File: src/rtl/irq_pkg.sv
`timescale 1ns/1ps
package irq_pkg;

  typedef enum logic [0:0] {
    SVC_IDLE = 1'b0,
    SVC_BUSY = 1'b1
  } svc_state_e;

  // address of a vector slot
  function automatic logic [31:0] slot_addr(input logic [31:0] base,
                                            input logic [31:0] idx,
                                            input logic [31:0] stride);
    return base + idx * stride;
  endfunction

endpackage

File: src/rtl/irq_sync_edge.sv
`timescale 1ns/1ps
module irq_sync_edge #(
  parameter int N_LINES = 2,
  parameter int STAGES  = 2
) (
  input  logic               clk_i,
  input  logic               rst_ni,
  input  logic [N_LINES-1:0] async_i,
  output logic [N_LINES-1:0] rise_o
);

  localparam int DEPTH = STAGES + 1;

  for (genvar g = 0; g < N_LINES; g++) begin : g_line
    logic [DEPTH-1:0] shift_q;

    always_ff @(posedge clk_i or negedge rst_ni) begin
      if (!rst_ni) shift_q <= '0;
      else         shift_q <= {shift_q[DEPTH-2:0], async_i[g]};
    end

    // last sync stage high, history stage low
    assign rise_o[g] = shift_q[STAGES-1] & ~shift_q[STAGES];
  end

endmodule

File: src/rtl/irq_pending.sv
`timescale 1ns/1ps
module irq_pending #(
  parameter int N_SRC = 6
) (
  input  logic             clk_i,
  input  logic             rst_ni,
  input  logic [N_SRC-1:0] set_i,
  input  logic [N_SRC-1:0] clr_i,
  output logic [N_SRC-1:0] pend_o
);

  logic [N_SRC-1:0] pend_q;

  // new request outranks the clear of an entry on the same edge
  always_ff @(posedge clk_i or negedge rst_ni) begin
    if (!rst_ni) pend_q <= '0;
    else         pend_q <= (pend_q & ~clr_i) | set_i;
  end

  assign pend_o = pend_q;

endmodule

File: src/rtl/irq_prio_enc.sv
`timescale 1ns/1ps
module irq_prio_enc #(
  parameter int N_REQ = 6,
  localparam int IDX_W = (N_REQ > 1) ? $clog2(N_REQ) : 1
) (
  input  logic [N_REQ-1:0] req_i,
  output logic [N_REQ-1:0] grant_o,
  output logic [IDX_W-1:0] idx_o,
  output logic             any_o
);

  logic [N_REQ-1:0] above;

  assign above[0] = 1'b0;
  for (genvar g = 1; g < N_REQ; g++) begin : g_chain
    assign above[g] = above[g-1] | req_i[g-1];
  end

  assign grant_o = req_i & ~above;
  assign any_o   = |req_i;

  always_comb begin
    idx_o = '0;
    for (int i = 0; i < N_REQ; i++) begin
      if (grant_o[i]) idx_o = IDX_W'(i);
    end
  end

endmodule

File: src/rtl/irq_ctrl.sv
`timescale 1ns/1ps
module irq_ctrl
  import irq_pkg::*;
#(
  parameter int           N_EXT       = 2,
  parameter int           N_INT       = 4,
  parameter int           SYNC_STAGES = 2,
  parameter int           ADDR_W      = 24,
  parameter int           ENTRY_WORDS = 2,
  parameter int           WORD_BYTES  = 4,
  parameter logic [31:0]  VEC_BASE    = 32'h0000_0100,
  localparam int          N_SRC       = N_EXT + N_INT,
  localparam int          IDX_W       = (N_SRC > 1) ? $clog2(N_SRC) : 1
) (
  input  logic              clk_i,
  input  logic              rst_ni,
  input  logic [N_EXT-1:0]  ext_irq_i,
  input  logic [N_INT-1:0]  int_irq_i,
  input  logic [N_SRC-1:0]  irq_en_i,
  input  logic              rti_i,
  output logic              take_o,
  output logic [IDX_W-1:0]  vec_idx_o,
  output logic [ADDR_W-1:0] vec_addr_o,
  output logic              in_service_o,
  output logic              restore_o
);

  localparam logic [31:0] STRIDE = 32'(ENTRY_WORDS * WORD_BYTES);

  logic [N_EXT-1:0]  ext_rise;
  logic [N_SRC-1:0]  set_req, clr_req, pend, cand, grant;
  logic [IDX_W-1:0]  sel_idx;
  logic              cand_any, take_now, rti_hit;
  svc_state_e        state_q, state_d;
  logic              take_q, restore_q;
  logic [IDX_W-1:0]  idx_q;
  logic [ADDR_W-1:0] addr_q;

  irq_sync_edge #(
    .N_LINES (N_EXT),
    .STAGES  (SYNC_STAGES)
  ) u_sync (
    .clk_i   (clk_i),
    .rst_ni  (rst_ni),
    .async_i (ext_irq_i),
    .rise_o  (ext_rise)
  );

  // external sources take the top-priority indices
  assign set_req = {int_irq_i, ext_rise};

  irq_pending #(
    .N_SRC (N_SRC)
  ) u_pend (
    .clk_i  (clk_i),
    .rst_ni (rst_ni),
    .set_i  (set_req),
    .clr_i  (clr_req),
    .pend_o (pend)
  );

  assign cand = pend & irq_en_i;

  irq_prio_enc #(
    .N_REQ (N_SRC)
  ) u_prio (
    .req_i   (cand),
    .grant_o (grant),
    .idx_o   (sel_idx),
    .any_o   (cand_any)
  );

  assign take_now = (state_q == SVC_IDLE) && cand_any;
  assign rti_hit  = (state_q == SVC_BUSY) && rti_i;
  assign clr_req  = take_now ? grant : '0;

  always_comb begin
    state_d = state_q;
    unique case (state_q)
      SVC_IDLE: if (take_now) state_d = SVC_BUSY;
      SVC_BUSY: if (rti_i)    state_d = SVC_IDLE;
      default:                state_d = SVC_IDLE;
    endcase
  end

  always_ff @(posedge clk_i or negedge rst_ni) begin
    if (!rst_ni) begin
      state_q   <= SVC_IDLE;
      take_q    <= 1'b0;
      restore_q <= 1'b0;
      idx_q     <= '0;
      addr_q    <= '0;
    end else begin
      state_q   <= state_d;
      take_q    <= take_now;
      restore_q <= rti_hit;
      if (take_now) begin
        idx_q  <= sel_idx;
        addr_q <= ADDR_W'(slot_addr(VEC_BASE, 32'(sel_idx), STRIDE));
      end
    end
  end

  assign take_o       = take_q;
  assign restore_o    = restore_q;
  assign in_service_o = (state_q == SVC_BUSY);
  assign vec_idx_o    = idx_q;
  assign vec_addr_o   = addr_q;

endmodule

File: config.mk
export PLATFORM = sky130hd
export DESIGN_NAME = irq_ctrl
export DESIGN_NICKNAME = d
export VERILOG_FILES = /design/src/rtl/irq_pkg.sv /design/src/rtl/irq_sync_edge.sv /design/src/rtl/irq_pending.sv /design/src/rtl/irq_prio_enc.sv /design/src/rtl/irq_ctrl.sv
export SDC_FILE = /design/constraint.sdc
export NUM_CORES = 1
export LEC_CHECK = 0
export ABC_AREA = 1
export BUFFER_PORTS_ARGS = -buffer_cell sky130_fd_sc_hd__buf_2
export CAP_MARGIN = 0
export CORE_MARGIN = 2
export CORE_UTILIZATION = 47
export CTS_BUF_LIST = sky130_fd_sc_hd__clkbuf_4 sky130_fd_sc_hd__clkbuf_8
export CTS_CLUSTER_SIZE = 40
export DETAILED_ROUTE_END_ITERATION = 7
export PLACE_DENSITY = 0.9
export SLEW_MARGIN = 20
export SYNTH_ARGS = -nofsm -noshare
export SYNTH_HDL_FRONTEND = slang
export SYNTH_SLANG_ARGS = --single-unit
export TNS_END_PERCENT = 5
File: constraint.sdc
create_clock -name clk_i -period 1.4 [get_ports clk_i]
set_input_delay 0.21 -clock clk_i [delete_from_list [all_inputs] [get_ports clk_i]]
set_output_delay 0.21 -clock clk_i [all_outputs]
set_load 0.01 [all_outputs]
==> impl_metrics.env, run 1 <==
export IMPL_grt_start_max_net_pins=20
export IMPL_die_height_um=49.3
export IMPL_fin_crit_ns=1.15
export IMPL_final_setup_viol_count=0
export IMPL_cts_sinks=19
export IMPL_holdCritPathClass="input port to flip-flop"
export IMPL_drt_iter0_markers=6
export IMPL_dr_wl_met3_um=114
export IMPL_final_common_cell="buf_2"
export IMPL_antenna_found_initial=0
export IMPL_io_buffers=24
export IMPL_power_total_w=0.00157
export IMPL_max_freq_mhz=870
export IMPL_floorplan_die_area_sq_um=2430
export IMPL_overflow=0
export IMPL_synth_ff_latch_count=19
export IMPL_drv_slew=0
export IMPL_final_setup_worst_slack_ns=0.250
export IMPL_worstSetupPathType="flip-flop to flip-flop"
export IMPL_yosysSeqAreaShare_pct=49.2
export IMPL_drt_pre_antenna_iters=2
export IMPL_clock_latency_ns=0.30
export IMPL_cts_root_buf="clkbuf_4"
export IMPL_finClkSkew_ns=0.00288
export IMPL_htree_num_levels=1
export IMPL_synth_cell_types=19
export IMPL_pre_cts_slack_ns=0.250
export IMPL_grt_pass1_wl_mm=2.60
export IMPL_viasPerCell=4.16
export IMPL_core_area_sq_um=1940
export IMPL_cts_buffer_depth=2
export IMPL_power_leakage_nw=0.608
export IMPL_netlist_area_sq_um=966
export IMPL_routed_wl_mm=1.52
export IMPL_rsz0062_at_grt="false"
export IMPL_crit_path_max_fanout=6
export IMPL_status="finished, final reports clean"
export IMPL_start_util_pct=49.7
export IMPL_period_share_pct=82.1
export IMPL_routed_top_layer="met4"
export IMPL_diodes=0
export IMPL_whs_ns=0.0814
export IMPL_crit_path_start_kind="flip-flop"
export IMPL_ir_worst_vdd_v=0.000764
export IMPL_dpl_hpwl_mm=1.22
export IMPL_final_cell_mix="24 x buf_2, 21 x nand2_1, 20 x conb_1"
export IMPL_avgRoutedWirePerCell_um=9.67
export IMPL_grt_use_total_pct=14.2
export IMPL_ios=45
export IMPL_cts_tree="built"
export IMPL_row_count=16
export IMPL_wl_met1_um=613
export IMPL_postSynthCellCount=103
export IMPL_postRouteAntennaNets=0
export IMPL_vias=653
export IMPL_cp_arrival_ns=1.33
export IMPL_tns_ns=0
export IMPL_grt_pass1_vias=623
export IMPL_clk_pin_slew_ns=0.10
export IMPL_synthToLayoutAreaGrowth_pct=11.7
export IMPL_worstPathRequired_ns=1.58
export IMPL_wl_met2_um=755
export IMPL_cap_violations=0
export IMPL_post_synth_cell_area_avg_sq_um=9.38
export IMPL_rrSetupSlack_ns=0.25
export IMPL_layout_nets=146
export IMPL_hold_violations=0
export IMPL_numCtsBuffers=3
export IMPL_drive_above_1_share_pct=30.0
export IMPL_gp_congestion=0.847
export IMPL_post_cts_resized=0
export IMPL_synth_warnings=0
export IMPL_power_density_nw_per_um2=1460
export IMPL_cp_end_kind="flip-flop"
export IMPL_die_w_um=49.3
export IMPL_drc_errors=0
-- worst max-delay path: stages, from the launching register on --
cell and delay (ns):
dfrtp_1 0.40, nand2_2 0.11, nand2_2 0.10, nor2_8 0.12, nand2_2 0.10, nand2_4 0.10, o21ai_0 0.10
-- sequential cells by signal, summed over array words and instances, names as in the netlist --
name / flops
take_o: 1
u_pend.pend_o: 6
in_service_o: 1
u_sync.g_line.shift_q: 6
restore_o: 1
vec_addr_o: 2
vec_idx_o: 2
-- Yosys cell counts --
cell type | number | area [sq um]
conb_1 | 1 | 3.75
nand4_1 | 1 | 6.26
nand2_4 | 2 | 22.5
nand2_2 | 5 | 31.3
a21boi_0 | 1 | 7.51
dfrtp_1 | 19 | 475
nor2_1 | 2 | 7.51
o21ai_1 | 1 | 5.00
or2_1 | 1 | 6.26
nand3_1 | 3 | 15.0
a21oi_2 | 1 | 8.76
o21ai_0 | 4 | 20.0
o21ai_2 | 2 | 17.5
inv_1 | 12 | 45.0
buf_4 | 23 | 173
nand3b_1 | 1 | 7.51
a21o_1 | 2 | 15.0
nand2_1 | 21 | 78.8
nor2_8 | 1 | 20.0
-- power by group --
group,internal (W),switching [W]
registers,0.000660,0.0000728
clock network,0.000131,0.000160
logic,0.000201,0.000345
total,0.000992,0.000578
-- logic make-up (layout without fill, tap and decap cells) --
family | after synthesis | after routing | share of synthesized area (%)
AOI/OAI and AO/OA | 11 | 11 | 7.64
buffers and inverters | 35 | 43 | 22.5
DFF | 19 | 19 | 49.2
other | 1 | 20 | 0.388
and+or+nand+nor | 37 | 37 | 20.2
-- final timing paths --
path                                             start                     endpoint  depth (start not counted)
min in group asynchronous                       rst_ni             u_pend.pend_o[0]                          2
setup reg to reg                      u_pend.pend_o[2]                 in_service_o                          6
hold reg to reg            u_sync.g_line[1].shift_q[0]  u_sync.g_line[1].shift_q[1]                          0
setup / recovery                      u_pend.pend_o[2]                 in_service_o                          6
max in group asynchronous                       rst_ni             u_pend.pend_o[2]                          2
hold / removal                            int_irq_i[2]             u_pend.pend_o[4]                          2
-- timing repair --
item / CTS / global route
endpoints found under the setup margin: 0 / 0
setup buffers: 0 / 0
endpoints found under the hold margin: 19 / 2
hold buffers: 1 / 2
-- metal layers --
metal / vias up / global-route usage (%)
li1: 325 / -
met1: 296 / 17.7
met2: 27 / 22.7
met3: 5 / 3.68
met4: 0 / 7.14
met5: - / 0
-- stage by stage --
stage / utilization [%] / instances / area, sq um
2_1_floorplan: - / 122 / 1040
3_3_place_gp: 52.4 / 150 / 1020
3_5_place_dp: 52.4 / 150 / 1020
4_1_cts: 54.5 / 155 / 1060
5_1_grt: 55.5 / 157 / 1080
6_report: 55.5 / 157 / 1080
-- area by class of cell --
cell class,instances,area (sq um)
clock buffer,4,30.0
fill,186,863
inverter,12,45.0
multi-input combinational,68,344
sequential,19,475
tap,27,33.8
timing repair buffer,27,150
Note: power is estimated with default switching activity, not from simulation.
==> run 2: changes to the inputs <==
==> constraint.sdc (replaced) <==
create_clock -name clk_i -period 1.1 [get_ports clk_i]
set_input_delay 0.165 -clock clk_i [delete_from_list [all_inputs] [get_ports clk_i]]
set_output_delay 0.165 -clock clk_i [all_outputs]
set_load 0.01 [all_outputs]
==> impl_metrics.env, run 2 (same netlist as run 1, synthesis figures left out) <==
export IMPL_drt_pre_antenna_iters=2
export IMPL_final_instance_count_excl_fill=159
export IMPL_final_common_cell="buf_2"
export IMPL_cp_end_kind="flip-flop"
export IMPL_htree_num_levels=1
export IMPL_overflow=0
export IMPL_die_height_um=49.3
export IMPL_path_cells="nand2_2, nand2_4, nor2_8, a21oi_2, or2_1"
export IMPL_clk_pin_slew_ns=0.11
export IMPL_pre_cts_slack_ns=-0.0294
export IMPL_finClkSkew_ns=0.0103
export IMPL_cts_sinks=19
export IMPL_final_fill_count=176
export IMPL_cap_violations=0
export IMPL_routed_wl_mm=1.63
export IMPL_final_setup_worst_slack_ns=-0.0394
export IMPL_violations="negative setup slack"
export IMPL_whs_ns=0.0459
export IMPL_dpl_hpwl_mm=1.23
export IMPL_final_setup_viol_count=5
export IMPL_critPathSlowestCell="dfrtp_1"
export IMPL_ios=45
export IMPL_viasPerCell=4.19
export IMPL_grt_use_total_pct=14.1
export IMPL_path_buf_inv=0
export IMPL_worstPathRequired_ns=1.30
export IMPL_period_share_pct=104
export IMPL_grt_start_max_net_pins=20
export IMPL_critical_path_top_delay_family="simple AND/OR/NAND/NOR gates"
export IMPL_fin_crit_ns=1.14
export IMPL_power_density_nw_per_um2=1830
export IMPL_cts_tree="built"
export IMPL_vias=666
export IMPL_drt_iter0_markers=11
export IMPL_worstSetupPathType="flip-flop to flip-flop"
export IMPL_io_buffers=24
export IMPL_hold_violations=0
export IMPL_multi_input_area_sq_um=359
export IMPL_tns_ns=-0.0820
export IMPL_status="finished, violations left"
export IMPL_clock_latency_ns=0.30
export IMPL_grt_pass1_wl_mm=2.53
export IMPL_critPathMaxStageDelay_ns=0.40
export IMPL_layout_nets=148
export IMPL_numCtsBuffers=3
export IMPL_cts_root_buf="clkbuf_4"
export IMPL_grt_pass1_vias=601
export IMPL_placed_cells=151
export IMPL_crit_path_start_kind="flip-flop"
export IMPL_cts_buffer_depth=2
export IMPL_row_count=16
export IMPL_holdCritPathClass="input port to flip-flop"
export IMPL_start_util_pct=49.7
export IMPL_floorplan_die_area_sq_um=2430
export IMPL_seqCellArea_sq_um=477
export IMPL_gp_congestion=0.812
export IMPL_die_w_um=49.3
export IMPL_drv_slew=0
export IMPL_final_cell_mix="24 x buf_2, 20 x conb_1, 19 x nand2_1"
export IMPL_ir_worst_vdd_v=0.00102
export IMPL_max_freq_mhz=878
export IMPL_diodes=0
export IMPL_postRouteAntennaNets=0
export IMPL_core_area_sq_um=1940
export IMPL_antenna_found_initial=0
export IMPL_avgRoutedWirePerCell_um=10.3
export IMPL_crit_path_max_fanout=5
export IMPL_cp_arrival_ns=1.34
export IMPL_drc_errors=0
export IMPL_rsz0062_at_grt="true"
export IMPL_power_leakage_nw=0.626
export IMPL_synthToLayoutAreaGrowth_pct=14.9
export IMPL_drive_above_1_share_pct=34.1
-- run 2: path summary, 6_finish.rpt --
kind | endpoint | startpoint | slack, ns | cells after the start
worst max-delay path | vec_addr_o[8] | u_pend.pend_o[2] | -0.04 | 5
worst min-delay path | u_pend.pend_o[4] | int_irq_i[2] | 0.05 | 2
worst max register to register | vec_addr_o[8] | u_pend.pend_o[2] | -0.04 | 5
worst min register to register | u_sync.g_line[1].shift_q[1] | u_sync.g_line[1].shift_q[0] | 0.36 | 0
max in group asynchronous | in_service_o | rst_ni | 0.47 | 2
min in group asynchronous | restore_o | rst_ni | 0.30 | 2
-- run 2: timing repair --
item                                    4_1_cts  5_1_grt
resized for setup                             1        7
endpoints found under the setup margin        8       11
buffers inserted                              1        1
hold buffers                                  3        0
hold endpoints to repair                     21        0
pin swaps                                     1        3
-- run 2: final cells by class --
type	instances	area share (%)
clock buffer	3	2.03
clock inverter	1	0.676
inverter	12	4.06
multi-input combinational	68	32.4
sequential	19	43.0
tap	27	3.04
timing repair buffer	29	14.9
-- run 2: through the flow --
stage                     utilization, %  total power, W  cell area, sq um
after floorplan                        -         0.00150              1040
after global placement              52.8         0.00164              1030
after detailed placement            52.8         0.00167              1030
after CTS                           56.2         0.00202              1090
after global routing                57.2         0.00218              1110
final                               57.2         0.00203              1110
-- run 2: routing by layer --
metal	global-route usage, %	vias up	wire length, um
li1	-	329	-
met1	16.5	307	679
met2	24.3	26	833
met3	2.76	4	94
met4	7.14	0	22
met5	0	-	0
-- run 2: where the power goes --
part | switching [W] | internal, W | leakage (nW)
Clock | 0.000217 | 0.000139 | 0.0139
Sequential | 0.0000990 | 0.000845 | 0.210
Combinational | 0.000455 | 0.000275 | 0.402
